File: src/rtl/gss_pkg.sv
package gss_pkg;
   typedef enum logic [1:0] {
      CMP_EVEN  = 2'b00,
      CMP_HLEAD = 2'b01,
      CMP_GLEAD = 2'b10,
      CMP_ODD   = 2'b11
   } cmp_state_e;
endpackage

File: src/rtl/gss_next.sv
module gss_next
   import gss_pkg::*;
(
   input  cmp_state_e cur,
   input  logic       bit_g,
   input  logic       bit_h,
   output cmp_state_e nxt
);
   always_comb begin
      unique case (cur)
         CMP_EVEN:  nxt = cmp_state_e'({bit_g, bit_h});
         CMP_ODD:   nxt = cmp_state_e'(~{bit_g, bit_h});
         CMP_GLEAD: nxt = CMP_GLEAD;
         default:   nxt = CMP_HLEAD;
      endcase
   end
endmodule

File: src/rtl/gss_pick.sv
module gss_pick
   import gss_pkg::*;
(
   input  cmp_state_e cur,
   input  logic       bit_g,
   input  logic       bit_h,
   output logic       max_bit,
   output logic       min_bit
);
   logic any_one, both_one;

   assign any_one  = bit_g | bit_h;
   assign both_one = bit_g & bit_h;

   always_comb begin
      unique case (cur)
         CMP_EVEN:  begin max_bit = any_one;  min_bit = both_one; end
         CMP_ODD:   begin max_bit = both_one; min_bit = any_one;  end
         CMP_GLEAD: begin max_bit = bit_g;    min_bit = bit_h;    end
         default:   begin max_bit = bit_h;    min_bit = bit_g;    end
      endcase
   end
endmodule

File: src/rtl/gss_bitctr.sv
module gss_bitctr #(
   parameter int WORD_BITS = 6
) (
   input  logic clk,
   input  logic rst_n,
   input  logic start,
   input  logic valid,
   output logic last
);
   localparam int CW = (WORD_BITS > 1) ? $clog2(WORD_BITS) : 1;
   localparam logic [CW-1:0] LAST_IDX = CW'(WORD_BITS - 1);

   logic [CW-1:0] cnt_q, cnt_cur;

   assign cnt_cur = start ? '0 : cnt_q;
   assign last    = valid && (cnt_cur == LAST_IDX);

   always_ff @(posedge clk) begin
      if (!rst_n)
         cnt_q <= '0;
      else if (valid)
         cnt_q <= last ? '0 : cnt_cur + CW'(1);
      else if (start)
         cnt_q <= '0;
   end
endmodule

File: src/rtl/gray_serial_sorter.sv
module gray_serial_sorter
   import gss_pkg::*;
#(
   parameter int WORD_BITS = 6
) (
   input  logic clk,
   input  logic rst_n,
   input  logic start,
   input  logic valid,
   input  logic bit_g,
   input  logic bit_h,
   output logic max_bit,
   output logic min_bit,
   output logic out_valid,
   output logic done
);
   generate
      if (WORD_BITS < 1) begin : g_bad_width
         $error("gray_serial_sorter: WORD_BITS must be at least 1");
      end
   endgenerate

   cmp_state_e st_q, st_cur, st_nxt;

   assign st_cur = start ? CMP_EVEN : st_q;

   gss_next u_next (
      .cur   (st_cur),
      .bit_g (bit_g),
      .bit_h (bit_h),
      .nxt   (st_nxt)
   );

   gss_pick u_pick (
      .cur     (st_cur),
      .bit_g   (bit_g),
      .bit_h   (bit_h),
      .max_bit (max_bit),
      .min_bit (min_bit)
   );

   gss_bitctr #(.WORD_BITS(WORD_BITS)) u_ctr (
      .clk   (clk),
      .rst_n (rst_n),
      .start (start),
      .valid (valid),
      .last  (done)
   );

   always_ff @(posedge clk) begin
      if (!rst_n)
         st_q <= CMP_EVEN;
      else if (valid)
         st_q <= st_nxt;
      else if (start)
         st_q <= CMP_EVEN;
   end

   assign out_valid = valid;
endmodule

File: config.mk
export PLATFORM = sky130hd
export DESIGN_NAME = gray_serial_sorter
export DESIGN_NICKNAME = d
export VERILOG_FILES = /design/src/rtl/gss_pkg.sv /design/src/rtl/gss_next.sv /design/src/rtl/gss_pick.sv /design/src/rtl/gss_bitctr.sv /design/src/rtl/gray_serial_sorter.sv
export SDC_FILE = /design/constraint.sdc
export NUM_CORES = 1
export LEC_CHECK = 0
export BUFFER_PORTS_ARGS = -buffer_cell sky130_fd_sc_hd__buf_2
export CORE_AREA = 2 2 39 41
export DETAILED_ROUTE_END_ITERATION = 12
export DIE_AREA = 0 0 41 43
export PLACE_DENSITY = 0.53
export SYNTH_ARGS = -nofsm -noshare
export SYNTH_HDL_FRONTEND = slang
export SYNTH_HIERARCHICAL = 1
export SYNTH_SLANG_ARGS = --single-unit
File: constraint.sdc
create_clock -name clk -period 3.6 [get_ports clk]
set_input_delay 1.08 -clock clk [delete_from_list [all_inputs] [get_ports clk]]
set_output_delay 1.08 -clock clk [all_outputs]
set_load 0.05 [all_outputs]
; ---- Word-level counts from Yosys, hierarchy flattened
; Index checks and enable logic that the tools add are counted.
[word_totals]
ff_bits = 5
input_bits = 6
output_inout_bits = 4
word_cells = 19
[classes]
addsub = 1
n_eq_ne = 3
muxes = 8
bitwise = 3
n_reduce_logical = 2
[op_table]
columns = operator, n
row1 = 3-bit 2-to-1 mux, 3
row2 = 1-bit one-hot mux with 3 select lines, 2
row3 = 2-bit one-hot mux with 3 select lines, 1
row4 = "2-bit equality test, second input constant", 2
row5 = 2-bit 2-to-1 mux, 2
row6 = "3-bit by 1-bit adder with 3-bit output, second input constant", 1
row7 = "3-bit equality test, second input constant", 1
row8 = 2-bit logical NOT, 1
row9 = 2-bit NOT, 1
row10 = 1-bit bitwise AND, 1
row11 = 1-bit logical AND, 1
row12 = 1-bit bitwise OR, 1

; ---- Longest topological paths before layout
; Gate-level depths: netlist of the first run.
[logic_depth]
word_depth = 5
depth_mapped = 5
depth_no_buf = 5

; ---- Modules after synthesis
; Netlist of the first run, hierarchy kept.
[by_module_without_submodules]
columns = mod, instances, cells_per_inst, area_each_um2, seq_area_each_um2
row1 = gss_bitctr, 1, 19, 177.7, 60.1
row2 = gray_serial_sorter, 1, 9, 100.1, 40.0
row3 = gss_pick, 1, 6, 31.3, 0.0
row4 = gss_next, 1, 4, 22.5, 0.0

; ---- Least setup slack after synthesis of the first run
; OpenSTA, ideal clock, no wires.
[synth_path]
path_type = input to output
startpoint = input start
endpoint = output min_bit
arrival_ns = 2.004
t_required_ns = 2.520
setup_slack_ns = 0.516
cell_stages = 3
n_path_buf = 0
cell_sequence = nor2b_1 > a21oi_1 > nor2_1
[synth_between]
elab_chain_len = 3
elab_cells_between_ends = 5
cone_classes = eq/ne (2) / mux (2) / reduce/logical (1)
[synth_rtl]
columns = item, line
row1 = "start, declared", gray_serial_sorter.sv:8  ; input logic start,
row2 = 2-bit 2-to-1 mux (*), --
row3 = 2-bit equality test / 2-bit logical NOT (equally long branches), gss_pick.sv:16  ; unique case (cur)
row4 = 1-bit one-hot mux with 3 select lines (*), gss_pick.sv:16
row5 = "end, declared", gray_serial_sorter.sv:13  ; output logic min_bit,
; Every way passes the cells marked *; elsewhere a longest branch is shown, timed or not.

; ---- Final worst setup path of the first run
[layout_path]
startpoint = input start
endpoint = output done
[layout_between]
elab_chain_len = 3
[layout_rtl]
columns = item, line
row1 = 3-bit 2-to-1 mux, --
row2 = 3-bit equality test, gss_bitctr.sv:16  ; assign last = valid && (cnt_cur == LAST_IDX);
row3 = 1-bit logical AND, gss_bitctr.sv:16
row4 = "end, declared", gray_serial_sorter.sv:15  ; output logic done
; No other way between the ends.

==> impl_results.md, run 1 <==
- Outcome: finished clean
- Crit path DAT: 2.03 ns
- TNS Setup: 0 ns
- Die Y: 43 µm
- TritonCTS buffer count: 3
- Post-Syn Area per Cell: between 8 and 9 µm²
- Max Cap Viol: 0
- Critical path required time: 2.52 ns
- Peak supply drop: 0.160 mV
- Vias in the first global route: 251
- Share of cells above drive strength 1: 28.0%
- Htree depth: 1
- Commonest non-fill, non-tap cell in the layout: buf_2
- Area Overhead vs Synth: 25.3%
- Leakage: 0.000201 µW
- RSZ-0062 raised after global routing: false
- N_diodes: 0
- I/O Pins: 10
- Register share of total power: approximately two fifths
- DP Worst Slack: 0.499 ns
- First-pass GRT wire length: approximately 940 µm
- Fin crit share: a little under nine tenths
- Rows: 14
- Synthesis Warnings: 6
- Worst setup EP type: output port
- Via count: 283
- Detailed Place HPWL: roughly 460 µm
- Switch Pwr: 40.0 µW
- Die Wd: 41 µm
- Unique masters post-synth: 20
- CTS tree: yes
- Int Power: 110 µW
- Final instance count without filler cells: 66
- Via density per instance: 4.29
- Total Routed Length: roughly 600 µm
- Initial DRC Count: 7
- Power density cells: approximately 360 nW/µm²
- IO Port Bufs: 9
- Residual DRC count: 0
- Nets: 59
- Final setup margin: 0.493 ns
- Gpl congestion: between 0.6 and 0.7
- Yosys top cell area share: a little under a third
- Core Footprint: approximately 1400 µm²
- Skew-Pair Late Insertion Delay: ~0.24 ns
- Initial antenna violation count: 0
- Total Routing Usage GR: under 10%
- FF+latch count, synth: 5
- Placed instance count: between 60 and 70
- Clock network power share: 42.2%
- Clock skew: 0.000640 ns
- Max FO, Critical Path: 7
- Most frequent cells in the layout: buf_2 (9), dfxtp_1 (5), a21oi_1 (4), nor2_1 (4)
- Clk root buf: clkbuf_4
- Maximum root-to-sink buffer count: 2
- Synth top area cells: dfxtp_1 (30%), ha_1 (7.5%), a21oi_1 (6.0%), nand2b_1 (5.7%), a31o_1 (5.3%)
- Routed wire length per instance: approximately 9.1 µm
- Period minus WS final: a little over 3 ns
- Sequential share of the synthesized area: 30.2%
- Logic pwr share: 18.7%
- Starting Density: 24.0%
- Clock transition at the registers of the reported paths: 0.04 ns
- TritonCTS Sinks: 5
- DRT Pass-1 Iters: 2
- Hold/Removal Path Class: reg2reg
- Fmax: 0.322 GHz
- Final slew viol count: 0
- Filler cell count: 161
- Largest net degree at the start of global routing: 12
- Largest area contributor in the netlist: dfxtp_1
- Hold Vio Cnt, Final: 0
- Post-CTS setup buffers: 0
- GR Overflow Total: 0
- # resized after CTS: 0
- Slew headroom: 82.1%
- Mapped cell area: 332 µm²
- Synth Net Count: between 40 and 50
- Total power: 150 µW
- DRT antenna net count: 0
- Critical path class: in2out
- Startpoint Class: input pin
- Sw frac: a little over a quarter
- Least-Margin Pin Slew: 0.268 ns
- Mapped Cells: 38
- Total die area: 1760 µm²
- Finish-stage setup viols: 0
- Hold Buf Count CTS: 0
[metal layers]
layer / wire [µm] / global-route usage [%]
met5: 0 / 0
met4: 0 / 6.00
met3: 47 / 3.14
met2: 251 / 10.9
met1: 303 / 9.65
[cell type report]
cell class	instances	area (µm²)	area share (%)
Inverter	3	11.3	2.71
Clock buffer	4	26.3	6.33
Tap cell	16	20.0	4.82
Sequential cell	5	100	24.1
Multi-Input combinational cell	29	213	51.2
Timing Repair Buffer	9	45.0	10.8
[cells in the mapped netlist]
cell      n
and2_1    1
nor4bb_1  1
o211ai_1  1
inv_1     3
a22o_1    1
and4bb_1  1
a31o_1    2
mux2i_1   1
nor2b_1   2
ha_1      2
xor2_1    1
dfxtp_1   5
and3_1    1
nor2_1    4
a21oi_1   4
o21a_1    1
buf_4     1
nor2b_2   2
and3b_1   1
nand2b_1  3
[kinds of logic (layout without fill, tap and decap cells)]
kind of cell / Yosys count / count (layout) / share of synthesized area [%]
flip-flops: 5 / 5 / 30.2
XOR/XNOR: 1 / 1 / 2.64
adder cells (fa/ha/maj): 2 / 2 / 7.55
multiplexers: 1 / 1 / 3.02
AO/OA/AOI/OAI: 9 / 9 / 18.5
AND/OR/NAND/NOR: 16 / 16 / 32.5
buffers and inverters: 4 / 16 / 5.66
[sequential cells by signal, indices dropped and copies added, names as in the netlist]
signal       cells
st_q             2
u_ctr/cnt_q      3
[worst paths after layout]
path / start / endpoint / slack (ns) / cells past startpoint
hold reg to reg: st_q[0] / st_q[0] / 0.61 / 2
setup reg to reg: u_ctr/cnt_q[0] / u_ctr/cnt_q[1] / 2.41 / 5
setup / recovery: start / done / 0.49 / 5
hold / removal: st_q[0] / st_q[0] / 0.61 / 2
[power groups by stage]
stage / clock, µW / combinational, µW / sequential, µW
3_3_place_gp: 0 / 28.1 / 59.9
5_1_grt: 70.2 / 31.0 / 59.1
2_1_floorplan: 0 / 19.2 / 59.5
6_report: 63.4 / 28.1 / 58.8
4_1_cts: 67.3 / 28.5 / 58.9
3_5_place_dp: 0 / 28.4 / 59.9
[stage by stage]
step	util, %	hold slack, ns	area (µm²)
floorplan	-	0.574	332
finish	30.0	0.613	415
global route	30.0	0.645	415
CTS	30.0	0.622	415
detailed placement	28.1	0.611	389
global placement	28.1	0.612	389
[critical path, stage by stage]
cell	delay, ns
buf_2	0.14
nor2b_2	0.18
ha_1	0.21
and3_1	0.15
buf_2	0.25
No activity file was read; power rests on OpenSTA's default activity.
==> inputs of run 2 (changes only) <==
--- a/config.mk
+++ b/config.mk
@@ -6,10 +6,12 @@
 export NUM_CORES = 1
 export LEC_CHECK = 0
 export BUFFER_PORTS_ARGS = -buffer_cell sky130_fd_sc_hd__buf_2
+export CAP_MARGIN = 20
 export CORE_AREA = 2 2 39 41
 export DETAILED_ROUTE_END_ITERATION = 12
 export DIE_AREA = 0 0 41 43
 export PLACE_DENSITY = 0.53
+export REMOVE_ABC_BUFFERS = 1
 export SYNTH_ARGS = -nofsm -noshare
 export SYNTH_HDL_FRONTEND = slang
 export SYNTH_HIERARCHICAL = 1
==> run 2 against run 1 <==
Sequential share of layout area stayed put. Worst setup slack better by 0.0058 ns. Flip-flop and latch count stayed put. Core utilization stayed put. Global-route usage is 0.50 points lower. Count of clock-buffer cells in the layout stayed put. Clock power is 2% lower. First-iteration DRC count is 100% lower. Critical path type unchanged. Highest routed layer unchanged.
==> impl_results.md, run 2 (synthesis results as in run 1) <==
- Post-CTS setup buffers: 0 (unchanged)
- Hold Buf Count CTS: 0 (unchanged)
- Leading registers by flop count: u_ctr/cnt_q (3), st_q (2) (unchanged)
- Total Routed Length: 576 µm (was 601 µm)
- CP top delay family: buffers and inverters (unchanged)
- Fin crit share: 86.1% (was 86.3%)
- GR Overflow Total: 0 (unchanged)
- Via count: 291 (was 283)
- Htree depth: 1 (unchanged)
- Most frequent cells in the layout: buf_2 (9), dfxtp_1 (5), a21oi_1 (4), nor2_1 (4) (unchanged)
- N_diodes: 0 (unchanged)
- Max FFs per register: 3 (unchanged)
- Peak supply drop: 0.133 mV (was 0.160 mV)
- Final slew viol count: 0 (unchanged)
- Total Routing Usage GR: 7.53% (was 8.03%)
- Core Footprint: 1380 µm² (unchanged)
- Detailed Place HPWL: 441 µm (was 462 µm)
- Worst path cell trace: buf_2 > nor2b_2 > ha_1 > and3_1 > buf_2 (unchanged)
- IO Port Bufs: 9 (unchanged)
- # resized after CTS: 0 (unchanged)
- Largest net degree at the start of global routing: 12 (unchanged)
- TritonCTS buffer count: 3 (unchanged)
- Leakage: 0.000201 µW (unchanged)
- Total die area: 1760 µm² (unchanged)
- Commonest non-fill, non-tap cell in the layout: buf_2 (unchanged)
- Critical path required time: 2.52 ns (about the same)
- Design Area, Final: 415 µm² (unchanged)
- Crit-path max cell delay: 0.25 ns (about the same)
- Max Cap Viol: 0 (unchanged)
- Skew-Pair Late Insertion Delay: 0.23 ns (was 0.24 ns)
- Initial antenna violation count: 0 (unchanged)
- Max FO, Critical Path: 7 (unchanged)
- TNS Setup: 0 ns (unchanged)
- Period minus WS final: 3.10 ns (was 3.11 ns)
- Clock skew: 0.00160 ns (was 0.000640 ns)
- Worst Path Buf+Inv: 2 (unchanged)
- Maximum root-to-sink buffer count: 2 (unchanged)
- Crit path DAT: 2.02 ns (was 2.03 ns)
- Vias in the first global route: 231 (was 251)
- Starting Density: 24.0% (unchanged)
- Startpoint Class: input pin (unchanged)
- Die Wd: 41 µm (unchanged)
- Least-Margin Pin Slew: 0.252 ns (was 0.268 ns)
- Nets: 59 (unchanged)
- Critical path class: in2out (unchanged)
- DRT antenna net count: 0 (unchanged)
- Rows: 14 (unchanged)
- Via density per instance: 4.41 (was 4.29)
- Residual DRC count: 0 (unchanged)
- Hold/Removal Path Class: reg2reg (unchanged)
- DRT Pass-1 Iters: 1 (was 2)
- Gpl congestion: 0.593 (was 0.622)
- Critical path's most frequent cell: buf_2 (unchanged)
- Initial DRC Count: 0 (was 7)
- TritonCTS Sinks: 5 (unchanged)
- Finish-stage setup viols: 0 (unchanged)
- Worst setup EP type: output port (unchanged)
- CTS tree: yes (unchanged)
- RSZ-0062 raised after global routing: false (unchanged)
- Filler cell count: 148 (was 161)
- Fmax: 0.322 GHz (about the same)
- I/O Pins: 10 (unchanged)
- Placed Instance Area: 389 µm² (unchanged)
- Power density cells: 358 nW/µm² (was 362 nW/µm²)
- Area Overhead vs Synth: 25.3% (unchanged)
- Die Y: 43 µm (unchanged)
- Routed wire length per instance: 8.73 µm (was 9.11 µm)
- Slew headroom: 83.0% (was 82.1%)
- Clk root buf: clkbuf_4 (unchanged)
- Reg with most FFs: u_ctr/cnt_q (unchanged)
- Share of cells above drive strength 1: 28.0% (unchanged)
- Hold Vio Cnt, Final: 0 (unchanged)
- First-pass GRT wire length: 897 µm (was 938 µm)
- Critical-path top delay cell: buf_2 (unchanged)
- Clock transition at the registers of the reported paths: 0.04 ns (about the same)
- Outcome: finished clean (unchanged)
[run 2: cell counts in the layout (fill, tap and decap cells not counted)]
No cell type changed its count.
[run 2: area by class of cell]
type / count / area [µm²] / share of cell area, %
Multi-Input combinational cell: 29 / 213 / 51.2
Sequential cell: 5 / 100 / 24.1
Timing Repair Buffer: 9 / 45.0 / 10.8
Clock buffer: 4 / 26.3 / 6.33
Tap cell: 16 / 20.0 / 4.82
Inverter: 3 / 11.3 / 2.71
[run 2: metal layers]
metal | global-route usage (%) | share of wire [%] | vias up
met5 | 0 | 0 | -
met4 | 4.00 | 0 | 0
met3 | 3.66 | 8.9 | 0
met2 | 10.0 | 40 | 10
met1 | 9.65 | 51 | 125
li1 | - | - | 156
[run 2: path summary, 6_finish.rpt]
path / cells after the start / slack [ns] / from / end
min: 2 / 0.62 / st_q[0] / st_q[0]
max: 5 / 0.50 / start / done
max reg2reg: 5 / 2.41 / u_ctr/cnt_q[0] / u_ctr/cnt_q[1]
min reg2reg: 2 / 0.62 / st_q[0] / st_q[0]
[run 2: through the flow]
step	hold slack, ns	util [%]	setup slack [ns]	power (µW)	instances
after floorplan	0.574	-	0.516	75.7	37
after global placement	0.597	28.1	0.498	87.6	62
after detailed placement	0.615	28.1	0.502	88.1	62
after CTS	0.625	30.0	0.494	152	66
after global routing	0.661	30.0	0.412	158	66
final	0.616	30.0	0.499	149	66
[run 2: power by group]
part           internal [µW]  total [µW]  switching (µW)  leakage, µW
sequential              58.1        58.8           0.668    0.0000410
combinational           10.4        28.1            17.7     0.000145
clock                   41.7        62.0            20.3    0.0000150
total                    110         149            38.6     0.000201
[run 2: worst reg2reg max path, stage by stage, from the launching register on]
cell	delay [ns]
dfxtp_1	0.30
nor2b_2	0.19
ha_1	0.25
nand2b_1	0.13
a21oi_1	0.13
o21a_1	0.13
==> inputs of run 3 (changes only) <==
--- a/config.mk
+++ b/config.mk
@@ -10,9 +10,8 @@
 export CORE_AREA = 2 2 39 41
 export DETAILED_ROUTE_END_ITERATION = 12
 export DIE_AREA = 0 0 41 43
-export PLACE_DENSITY = 0.53
+export PLACE_DENSITY = 0.52
 export REMOVE_ABC_BUFFERS = 1
 export SYNTH_ARGS = -nofsm -noshare
 export SYNTH_HDL_FRONTEND = slang
-export SYNTH_HIERARCHICAL = 1
 export SYNTH_SLANG_ARGS = --single-unit
==> run 3 against run 2 <==
Sequential power is 0.9% higher. Synthesized cell count is 2.6% lower. Global-route usage is 2.4 points higher. Clock skew is 0.0012 ns higher.
==> impl_results.md, run 3 <==
- Outcome: finished clean (unchanged)
- IO Port Bufs: 9 (unchanged)
- Critical path class: in2out (unchanged)
- Initial antenna violation count: 0 (unchanged)
- Routed wire length per instance: 9.72 µm (was 8.73 µm)
- Most frequent cell after synthesis: dfxtp_1 (unchanged)
- Fmax: 0.322 GHz (about the same)
- Least-Margin Pin Slew: 0.281 ns (was 0.252 ns)
- TritonCTS Sinks: 5 (unchanged)
- Vias in the first global route: 272 (was 231)
- CTS tree: yes (unchanged)
- Area Overhead vs Synth: 24.7% (was 25.3%)
- Peak supply drop: 0.118 mV (was 0.133 mV)
- Clock transition at the registers of the reported paths: 0.04 ns (about the same)
- Core Footprint: 1380 µm² (unchanged)
- Final slew viol count: 0 (unchanged)
- Final instance count without filler cells: 64 (was 66)
- Fin crit share: 86.2% (was 86.1%)
- Post-synth EDFFs: 0 (unchanged)
- GR Overflow Total: 0 (unchanged)
- Synth top area cells: dfxtp_1 (31%), ha_1 (7.8%), o21a_1 (7.1%), a21oi_1 (6.3%), and3_1 (5.9%) (was dfxtp_1 (30%), ha_1 (7.5%), a21oi_1 (6.0%), nand2b_1 (5.7%), a31o_1 (5.3%))
- Seq. cell area: 100 µm² (unchanged)
- Largest area contributor in the netlist: dfxtp_1 (unchanged)
- Mapped Cells: 37 (was 38)
- Skew-Pair Late Insertion Delay: 0.24 ns (was 0.23 ns)
- Total Routed Length: 622 µm (was 576 µm)
- FF+latch count, synth: 5 (unchanged)
- Mapped cell area: 319 µm² (was 332 µm²)
- Starting Density: 23.1% (was 24.0%)
- Nets: 57 (was 59)
- Gpl congestion: 0.612 (was 0.593)
- Synthesis Warnings: 0 (was 6)
- Via density per instance: 4.63 (was 4.41)
- Max FO, Critical Path: 7 (unchanged)
- I/O Pins: 10 (unchanged)
- Synth cell count leaders: dfxtp_1 (5), a21oi_1 (4) (was dfxtp_1 (5), a21oi_1 (4), nor2_1 (4))
- TritonCTS buffer count: 3 (unchanged)
- Share of cells above drive strength 1: 31.3% (was 28.0%)
- Htree depth: 1 (unchanged)
- DRT Pass-1 Iters: 4 (was 1)
- First-pass GRT wire length: 1060 µm (was 897 µm)
- Via count: 296 (was 291)
- Critical path required time: 2.52 ns (about the same)
- Largest net degree at the start of global routing: 12 (unchanged)
- Most frequent cells in the layout: buf_2 (9), dfxtp_1 (5), a21oi_1 (4) (was buf_2 (9), dfxtp_1 (5), a21oi_1 (4), nor2_1 (4))
- Post-synth ARST share: 0% (unchanged)
- Initial DRC Count: 7 (was 0)
- DRT antenna net count: 0 (unchanged)
- Hold/Removal Path Class: reg2reg (unchanged)
- Total power: 151 µW (was 149 µW)
- Crit path DAT: 2.02 ns (about the same)
- Placed instance count: 60 (was 62)
- Total Routing Usage GR: 9.95% (was 7.53%)
- Clock skew: 0.00279 ns (was 0.00160 ns)
- Post-Syn Area per Cell: 8.62 µm² (was 8.73 µm²)
- Hold Buf Count CTS: 0 (unchanged)
- Yosys top cell area share: 31.4% (was 30.2%)
- Clk root buf: clkbuf_4 (unchanged)
- Max FFs per register: 3 (unchanged)
- TNS Setup: 0 ns (unchanged)
- Unique masters post-synth: 20 (unchanged)
- Max Cap Viol: 0 (unchanged)
- Commonest non-fill, non-tap cell in the layout: buf_2 (unchanged)
- Slew headroom: 81.2% (was 83.0%)
- Leading registers by flop count: u_ctr.cnt_q (3), st_q (2) (was u_ctr/cnt_q (3), st_q (2))
- Hold Vio Cnt, Final: 0 (unchanged)
- Die Wd: 41 µm (unchanged)
- Leakage: 0.000197 µW (was 0.000201 µW)
- Maximum root-to-sink buffer count: 2 (unchanged)
- N_diodes: 0 (unchanged)
- Multi-input logic area: 195 µm² (was 213 µm²)
- Rows: 14 (unchanged)
- Worst setup EP type: output port (unchanged)
- Residual DRC count: 0 (unchanged)
- Sequential share of the synthesized area: 31.4% (was 30.2%)
- Reg with most FFs: u_ctr.cnt_q (was u_ctr/cnt_q)
- RSZ-0062 raised after global routing: false (unchanged)
- Power density cells: 381 nW/µm² (was 358 nW/µm²)
- Startpoint Class: input pin (unchanged)
- Period minus WS final: 3.10 ns (about the same)
- Synth Flop Type: dfxtp_1 (unchanged)
- Filler cell count: 154 (was 148)
- Total die area: 1760 µm² (unchanged)
- Post-CTS setup buffers: 0 (unchanged)
- Die Y: 43 µm (unchanged)
- Finish-stage setup viols: 0 (unchanged)
- # resized after CTS: 0 (unchanged)
==> run 3: cell types whose count changed in the layout (fill, tap and decap cells not counted), sizes merged, moves of 2 or more <==
cell   before  now
nor2        4    1
a22oi       0    2
a31o        2    0
and3        1    3
nor2b       4    2
o21a        1    3
==> run 3: per-layer routing <==
metal  GRT usage [%]  routed length (µm)
met1            10.3                 297
met2            12.5                 262
met3            7.85                  49
met4            8.00                  12
met5               0                   0
==> run 3: final timing paths <==
kind / start / to / slack, ns / cells after the start
setup / recovery: start / done / 0.50 / 5
hold / removal: u_ctr.cnt_q[1] / u_ctr.cnt_q[1] / 0.62 / 3
setup reg to reg: u_ctr.cnt_q[0] / u_ctr.cnt_q[1] / 2.41 / 5
hold reg to reg: u_ctr.cnt_q[1] / u_ctr.cnt_q[1] / 0.62 / 3
==> run 3: final cells by class <==
cell class / count / share of cell area, %
inverters: 3 / 2.83
flip-flops and latches: 5 / 25.2
well taps: 16 / 5.03
repair buffers: 9 / 11.3
multi-input cells: 27 / 49.1
clock buffers: 4 / 6.60
==> run 3: critical path: stages <==
cell and delay [ns]:
buf_2 0.14, nor2b_2 0.19, ha_1 0.22, and3_1 0.15, buf_2 0.25
==> run 3: kinds of logic after synthesis <==
kind of cell | share of synthesized area (%)
flip-flops | 31.4
AO/OA/AOI/OAI | 25.5
adder cells (fa/ha/maj) | 7.84
XOR/XNOR | 2.75
AND/OR/NAND/NOR | 25.1
buffers and inverters | 7.45
==> run 3: stage by stage <==
step	worst slack (ns)	utilization, %	hold WS (ns)	instance area (µm²)
final	0.497	28.8	0.620	398
after global routing	0.446	28.8	0.639	398
after CTS	0.498	28.8	0.628	398
after detailed placement	0.498	26.9	0.616	372
after global placement	0.494	26.9	0.609	372
after floorplan	0.585	-	0.574	307
==> run 3: power by group <==
part	total, µW	switching [µW]	internal [µW]	leakage (µW)
Sequential	59.3	1.21	58.1	0.0000409
Clock	63.4	21.6	41.8	0.0000150
Combinational	28.8	18.3	10.5	0.000141
